==> config.mk <==
export PLATFORM = sky130hd
export DESIGN_NAME = irq_req_ctrl
export DESIGN_NICKNAME = d
export VERILOG_FILES = /design/src/rtl/irq_pkg.sv /design/src/rtl/irq_setclr_reg.sv /design/src/rtl/irq_pin_drive.sv /design/src/rtl/irq_req_ctrl.sv
export SDC_FILE = /design/constraint.sdc
export NUM_CORES = 1
export LEC_CHECK = 0
export BUFFER_PORTS_ARGS = -buffer_cell sky130_fd_sc_hd__buf_2
export CAP_MARGIN = 20
export CELL_PAD_IN_SITES_DETAIL_PLACEMENT = 1
export CELL_PAD_IN_SITES_GLOBAL_PLACEMENT = 2
export CORE_UTILIZATION = 25
export DETAILED_ROUTE_END_ITERATION = 8
export HOLD_SLACK_MARGIN = 0.1
export PLACE_DENSITY = 0.87
export SLEW_MARGIN = 0
export SYNTH_ARGS = -nofsm -noshare
export SYNTH_HDL_FRONTEND = slang
export SYNTH_SLANG_ARGS = --single-unit
==> constraint.sdc <==
create_clock -name clk -period 1.37 [get_ports clk]
set_input_delay 0.0685 -clock clk [delete_from_list [all_inputs] [get_ports clk]]
set_output_delay 0.0685 -clock clk [all_outputs]
set_load 0.03 [all_outputs]
==> src/rtl/irq_pkg.sv <==
`timescale 1ns/1ps
package irq_pkg;
    localparam int unsigned DATA_W = 8;
    localparam int unsigned NSRC   = 6;

    // source bit positions within flag and enable registers
    localparam int unsigned SRC_LO_ALERT = 0;
    localparam int unsigned SRC_HI_ALERT = 1;
    localparam int unsigned SRC_IDLE     = 2;
    localparam int unsigned SRC_RX_END   = 3;
    localparam int unsigned SRC_TX_END   = 4;
    localparam int unsigned SRC_TIMER    = 5;

    typedef struct packed {
        logic drive_pp;   // 1: push-pull, 0: open-drain
        logic invert;     // 1: pin level inverted
    } pin_cfg_t;

    localparam pin_cfg_t PIN_CFG_RST = '{drive_pp: 1'b1, invert: 1'b0};
endpackage

==> src/rtl/irq_setclr_reg.sv <==
`timescale 1ns/1ps
module irq_setclr_reg #(
    parameter int unsigned DATA_W = 8,
    parameter int unsigned NBITS  = 6
) (
    input  logic              clk,
    input  logic              rst_n,
    input  logic              wr,
    input  logic [DATA_W-1:0] wdata,
    input  logic [NBITS-1:0]  evt,
    output logic [NBITS-1:0]  q_bits
);
    localparam int unsigned SEL_BIT = DATA_W - 1;

    typedef struct packed {
        logic [NBITS-1:0] bits;
    } state_t;

    state_t st_d, st_q;
    logic [NBITS-1:0] nxt_bits;
    logic             set_sel;

    assign set_sel = wdata[SEL_BIT];

    generate
        if (SEL_BIT > NBITS) begin : g_spare
            logic unused_spare;
            assign unused_spare = ^wdata[SEL_BIT-1:NBITS];
        end
        for (genvar g = 0; g < NBITS; g++) begin : g_bit
            logic hit;
            assign hit         = wr && wdata[g];
            assign nxt_bits[g] = evt[g] | (hit ? set_sel : st_q.bits[g]);
        end
    endgenerate

    always_comb begin
        st_d      = st_q;
        st_d.bits = nxt_bits;
    end

    always_ff @(posedge clk or negedge rst_n) begin
        if (!rst_n) st_q <= '0;
        else        st_q <= st_d;
    end

    assign q_bits = st_q.bits;

    assert_set_R1: assert property (@(posedge clk) disable iff (!rst_n)
        (wr && wdata[SEL_BIT]) |=>
        ((q_bits & $past(wdata[NBITS-1:0])) == $past(wdata[NBITS-1:0])));

    assert_clear_R2: assert property (@(posedge clk) disable iff (!rst_n)
        (wr && !wdata[SEL_BIT]) |=>
        ((q_bits & $past(wdata[NBITS-1:0]) & ~$past(evt)) == '0));

    assert_keep_R3: assert property (@(posedge clk) disable iff (!rst_n)
        wr |=>
        ((q_bits & ~$past(wdata[NBITS-1:0])) ==
         (($past(q_bits) | $past(evt)) & ~$past(wdata[NBITS-1:0]))));

    assert_evt_R6: assert property (@(posedge clk) disable iff (!rst_n)
        (|evt) |=> ((q_bits & $past(evt)) == $past(evt)));

    assert_idle_R11: assert property (@(posedge clk) disable iff (!rst_n)
        (!wr && evt == '0) |=> $stable(q_bits));
endmodule

==> src/rtl/irq_pin_drive.sv <==
`timescale 1ns/1ps
module irq_pin_drive
    import irq_pkg::*;
(
    input  logic     req,
    input  pin_cfg_t cfg,
    output logic     pin_o,
    output logic     pin_oe
);
    logic level;

    always_comb begin
        level = req ^ cfg.invert;
        if (cfg.drive_pp) begin
            pin_o  = level;
            pin_oe = 1'b1;
        end else begin
            pin_o  = 1'b0;
            pin_oe = ~level;
        end
    end
endmodule

==> src/rtl/irq_req_ctrl.sv <==
`timescale 1ns/1ps
module irq_req_ctrl
    import irq_pkg::*;
#(
    parameter int unsigned W  = DATA_W,
    parameter int unsigned NS = NSRC
) (
    input  logic          clk,
    input  logic          rst_n,
    input  logic          req_wr,
    input  logic          en_wr,
    input  logic          cfg_wr,
    input  logic [W-1:0]  wdata,
    input  logic [NS-1:0] evt,
    output logic [W-1:0]  req_rd,
    output logic [W-1:0]  en_rd,
    output logic [W-1:0]  cfg_rd,
    output logic          irq_global,
    output logic          irq_pin_o,
    output logic          irq_pin_oe
);
    localparam int unsigned PAD_W = W - NS;
    localparam int unsigned CFG_W = $bits(pin_cfg_t);

    logic [NS-1:0] req_bits, en_bits;
    pin_cfg_t      cfg_d, cfg_q;
    logic          unused_cfg_hi;

    irq_setclr_reg #(.DATA_W(W), .NBITS(NS)) u_req (
        .clk(clk), .rst_n(rst_n), .wr(req_wr), .wdata(wdata),
        .evt(evt), .q_bits(req_bits)
    );

    irq_setclr_reg #(.DATA_W(W), .NBITS(NS)) u_en (
        .clk(clk), .rst_n(rst_n), .wr(en_wr), .wdata(wdata),
        .evt('0), .q_bits(en_bits)
    );

    assign unused_cfg_hi = ^wdata[W-1:CFG_W];

    always_comb begin
        cfg_d = cfg_q;
        if (cfg_wr) cfg_d = pin_cfg_t'(wdata[CFG_W-1:0]);
    end

    always_ff @(posedge clk or negedge rst_n) begin
        if (!rst_n) cfg_q <= PIN_CFG_RST;
        else        cfg_q <= cfg_d;
    end

    assign irq_global = |(req_bits & en_bits);

    irq_pin_drive u_pin (
        .req(irq_global), .cfg(cfg_q), .pin_o(irq_pin_o), .pin_oe(irq_pin_oe)
    );

    assign req_rd = {{PAD_W{1'b0}}, req_bits};
    assign en_rd  = {{PAD_W{1'b0}}, en_bits};
    assign cfg_rd = {{(W-CFG_W){1'b0}}, cfg_q};

    assert_hi_zero_R4: assert property (@(posedge clk) disable iff (!rst_n)
        req_rd[W-1:NS] == '0);

    assert_pp_level_R9: assert property (@(posedge clk) disable iff (!rst_n)
        cfg_rd[1] |-> (irq_pin_oe && irq_pin_o == (irq_global ^ cfg_rd[0])));

    assert_od_R10: assert property (@(posedge clk) disable iff (!rst_n)
        !cfg_rd[1] |-> (!irq_pin_o && irq_pin_oe == !(irq_global ^ cfg_rd[0])));

    assert_glob_R8: assert property (@(posedge clk) disable iff (!rst_n)
        irq_global |-> (|(req_rd & en_rd)));
endmodule

# After elaboration in Yosys (flattened, before gate mapping)

Cells that the tools add are included.

Input port bits: 19
Output and inout port bits: 27
Register bits after elaboration: 14
Logic and storage cells: 39

Bitwise operators: 9
Mux-type cells: 8
Reductions and logical operators: 13

Operators with widths:

| operator           | count |
|---|---|
| 1-bit logical AND  | 12 |
| 1-bit 2-to-1 mux   | 8 |
| 6-bit AND          | 1 |
| 1-bit OR           | 6 |
| 6-bit OR reduction | 1 |
| 1-bit inverter     | 1 |
| 1-bit XOR          | 1 |

# Logic depth before layout (Yosys ltp)

Word-level depth: 5
Mapped depth: 3
Mapped depth without buffers: 3

# Hierarchy

From an unflattened synthesis, not the netlist that was laid out.

Cells, all modules: 60
Area, all modules: 764.5 µm²

By module, submodules not included:

| module         | seq. area each (µm²) | area an instance (µm²) | cells each | instances |
|---|---|---|---|---|
| irq_setclr_reg | 150.1                | 281.5                  | 19         | 2 |
| irq_req_ctrl   | 51.3                 | 180.2                  | 19         | 1 |
| irq_pin_drive  | 0.0                  | 21.3                   | 3          | 1 |

# Worst setup path before layout

Ideal clock, no wire load.

Path type: flip-flop to output port
Start: reg u_en.st_q (netlist bit u_en.q_bits[3])
End: out irq_pin_o
Arrival time: 1.483 ns
Data required time: 1.302 ns
Stages on the path, launching flop included: 4
Path slack: -0.182 ns
Buffers on the path: 0
Cell sequence: dfrtp_1 > a22oi_1 > and3_2 > mux2i_1

Cells in the longest elaborated chain, start to end: 4

Ends and longest elaborated chain:

| element                  | line                 | source |
|---|---|---|
| start: declaration       | irq_setclr_reg.sv:19 | `state_t st_d, st_q;` |
| start signal: assignment | irq_setclr_reg.sv:44 | `else st_q <= st_d;` |
| 6-bit AND                | irq_req_ctrl.sv:51   | `assign irq_global = \|(req_bits & en_bits);` |
| 6-bit OR reduction       | irq_req_ctrl.sv:51   |  |
| 1-bit XOR                | irq_pin_drive.sv:13  | `level = req ^ cfg.invert;` |
| 1-bit 2-to-1 mux         | irq_pin_drive.sv:14  | `if (cfg.drive_pp) begin` |
| end: declaration         | irq_req_ctrl.sv:19   | `output logic irq_pin_o,` |

Every way passes these cells.

# Final worst setup path

Start: reg u_en.st_q (netlist bit u_en.q_bits[4])
End: out irq_pin_o

Same word-level chain as after synthesis.

==> flow_summary_export.csv <==
group,metric,value,unit
setup_path,cp_slowest_stage_delay,0.41,ns
detailed_routing,routedWlPerCell,15.0,um
logic_synthesis,synth_cell_types,18,
cts,cts_sinks,14,
timing,rsz0062_at_grt,"yes",
finish,area_growth_syn_to_layout,51.8,%
setup_path,arrival,1.54,ns
detailed_routing,drc,10,
finish,drive_gt1_share,51.3,%
logic_synthesis,synth_top_cell_by_area,"dfrtp_1",
global_routing,grt_max_degree,15,
placed_design,place_ws,-0.0136,ns
floorplanning,start_util,26.9,%
logic_synthesis,yosys.area.top_type_share,43.2,%
run_status,status,"finished, violations left",
logic_synthesis,ys_top_cells_by_count,"dfrtp_1 (13), buf_4 (10), mux2_2 (8)",
cts,cts_tree,"yes",
placed_design,hpwl,1.50,mm
setup_path,worst-path-buf-inv,1,
logic_synthesis,synthesis.area,753,um^2
floorplanning,io_pins,46,
logic_synthesis,netlist_top_cells_area,"dfrtp_1 (43%), mux2_2 (12%), buf_4 (10%), a311o_1 (8.0%), a21boi_2 (6.0%)",
logic_synthesis,syn_area_per_cell,11.8,um^2
finish,fin_util,40.8,%
detailed_routing,wirelength,2.26,mm
detailed_routing,detail-route-antenna-nets,0,
setup_path,critical_path.top_delay_family,"flip-flops",
setup_path,cp_cell_sequence,"a22oi_2, and3_4, mux2i_2, buf_4",
logic_synthesis,ys_seq_elements,14,
logic_synthesis,synth.most_common_cell,"dfrtp_1",
timing,finalCriticalPeriod,1.61,ns
placed_design,port_buffers,34,
global_routing,gr-total-overflow,0,
power,cellLeakagePower,0.524,nW
setup_path,worstSetupStartpoint,"u_en.q_bits[4]",
floorplanning,die_w,56.9,um
logic_synthesis,ys_dominant_reg_cell,"dfrtp_1",
floorplanning,core-area,0.00281,mm^2
setup_path,path_max_fanout,3,
floorplanning,dieArea,0.00324,mm^2
setup_path,cp_slowest_cell,"dfrtp_1",
cts,clockBufferDepth,2,
timing,period_share,117,%
setup_path,startpoint_type,"flip-flop",
finish,stdcell_area,0.00114,mm^2
placed_design,dpl_cell_area,912,um^2
power,p_per_area,1030,mW/mm^2
cts,cts_buffers,3,
global_routing,grt_pass1_wl,3.60,mm
setup_path,crit_required,1.30,ns
timing,timing.fmax,622,MHz
timing,tns,-0.549,ns
power,ir_drop,0.000388,V
cts,cts-root-buf,"clkbuf_4",
detailed_routing,firstDrtPassIters,6,
logic_synthesis,synth-edff-count,0,
detailed_routing,drtIter0Drc,36,
detailed_routing,vias_per_cell,4.41,
logic_synthesis,async_flop_share,100,%
global_routing,grt_usage,15.0,%
floorplanning,rows,19,
setup_path,reg2reg_from,"u_req.q_bits[5]",
min_path,min_from,"en_wr",
timing,slew_viol_final,0,
cts,path_clk_slew,0.10,ns
run_status,violations,"design-rule violations, negative setup slack",
finish,n_antenna_cell,0,
timing,setup_viol,3,
floorplanning,die_y,56.9,um
finish,fillers,325,
job,max_cap_violations,0,
cts,htree_num_levels,1,
power,finalPower,1.18,mW
placed_design,globalplace.congestion,0.680,
min_path,hold_class,"in2reg",
timing,worst_slack,-0.238,ns
timing,hold_viol,0,
detailed_routing,via_count,662,
logic_synthesis,yosys_warnings,0,
global_routing,antenna_found_initial,0,
logic_synthesis,ys_seq_area_share,46.7,%
setup_path,crit_type,"reg2out",
logic_synthesis,netlist_instances,64,
setup_path,endpoint_kind,"output port",
cts,clk_latency,0.28,ns
timing,skew,0,ns
finish,final_nets,139,
global_routing,first_global_vias,738,
-- stage by stage --
step / hold slack, ns / instances
final: 0.181 / 150
after floorplan: -0.227 / 73
after detailed placement: -0.0119 / 126
after CTS: 0.188 / 150
after global routing: 0.207 / 150
after global placement: -0.0182 / 126
-- layout make-up --
| cell class | instances | area (um^2) | area share (%) |
|---|---|---|---|
| Inverter | 1 | 3.75 | 0.328 |
| Tap cell | 31 | 38.8 | 3.39 |
| Multi-Input combinational cell | 46 | 357 | 31.2 |
| Clock buffer | 4 | 26.3 | 2.30 |
| Timing Repair Buffer | 54 | 367 | 32.1 |
| Sequential cell | 14 | 352 | 30.7 |
-- final timing paths --
path,endpoint,slack [ns],depth (start not counted)
max in group asynchronous,cfg_rd[1],0.83,2
min in group asynchronous,u_req.q_bits[0],0.23,2
worst max register to register,u_req.q_bits[5],0.32,3
worst min register to register,u_en.q_bits[0],0.55,1
worst min-delay path,u_en.q_bits[4],0.18,3
worst max-delay path,irq_pin_o,-0.24,4
-- tightest hold or removal path, stage by stage --
cell and delay, ns:
buf_2 0.15, nand2_1 0.08, mux2_2 0.14
-- registers in the layout, summed over array words and instances (netlist names) --
signal,cells
cfg_rd,2
u_en.q_bits,6
u_req.q_bits,6
-- layer usage --
layer	track usage, %	vias up	part of all wire [%]
li1	-	322	-
met1	16.9	312	40
met2	29.1	28	55
met3	2.30	0	4.8
met4	3.14	0	0
met5	0	-	0
-- power breakdown --
group / leakage, nW / switching, mW / total (mW) / internal [mW]
Clock: 0.0150 / 0.137 / 0.250 / 0.113
Combinational: 0.358 / 0.257 / 0.437 / 0.181
Sequential: 0.151 / 0.0369 / 0.496 / 0.459
Total: 0.524 / 0.431 / 1.18 / 0.753
-- placed cells by master, fill, tap and decap left out --
master	n
buf_2	31
dlygate4sd3_1	14
dfrtp_1	13
conb_1	10
mux2_2	8
buf_4	8
nand2_1	7
a311o_1	6
a21boi_2	4
clkbuf_4	3
a22oi_1	2
mux2i_2	2
a21boi_0	2
a22oi_2	1
and3_4	1
inv_2	1
nor2_1	1
nor2b_1	1
nand2b_1	1
dfstp_2	1
clkbuf_1	1
buf_6	1
-- kinds of logic (layout without fill, tap and decap cells) --
| group | after synthesis | count (layout) | synth area share, % |
|---|---|---|---|
| AO/OA/AOI/OAI | 15 | 15 | 18.9 |
| buffers and inverters | 13 | 59 | 12.6 |
| flip-flops | 14 | 14 | 46.7 |
| multiplexers | 10 | 10 | 14.6 |
| other | 1 | 10 | 0.498 |
| AND/OR/NAND/NOR | 11 | 11 | 6.65 |
-- timing repair --
action                                 4_1_cts  5_1_grt
setup endpoints to repair                    3        3
hold buffers                                14        0
setup buffers                                6        0
endpoints found under the hold margin       22        0
gates resized for setup                      7        0
pin swaps                                    1        1
Note: power is estimated with default switching activity, not from simulation.
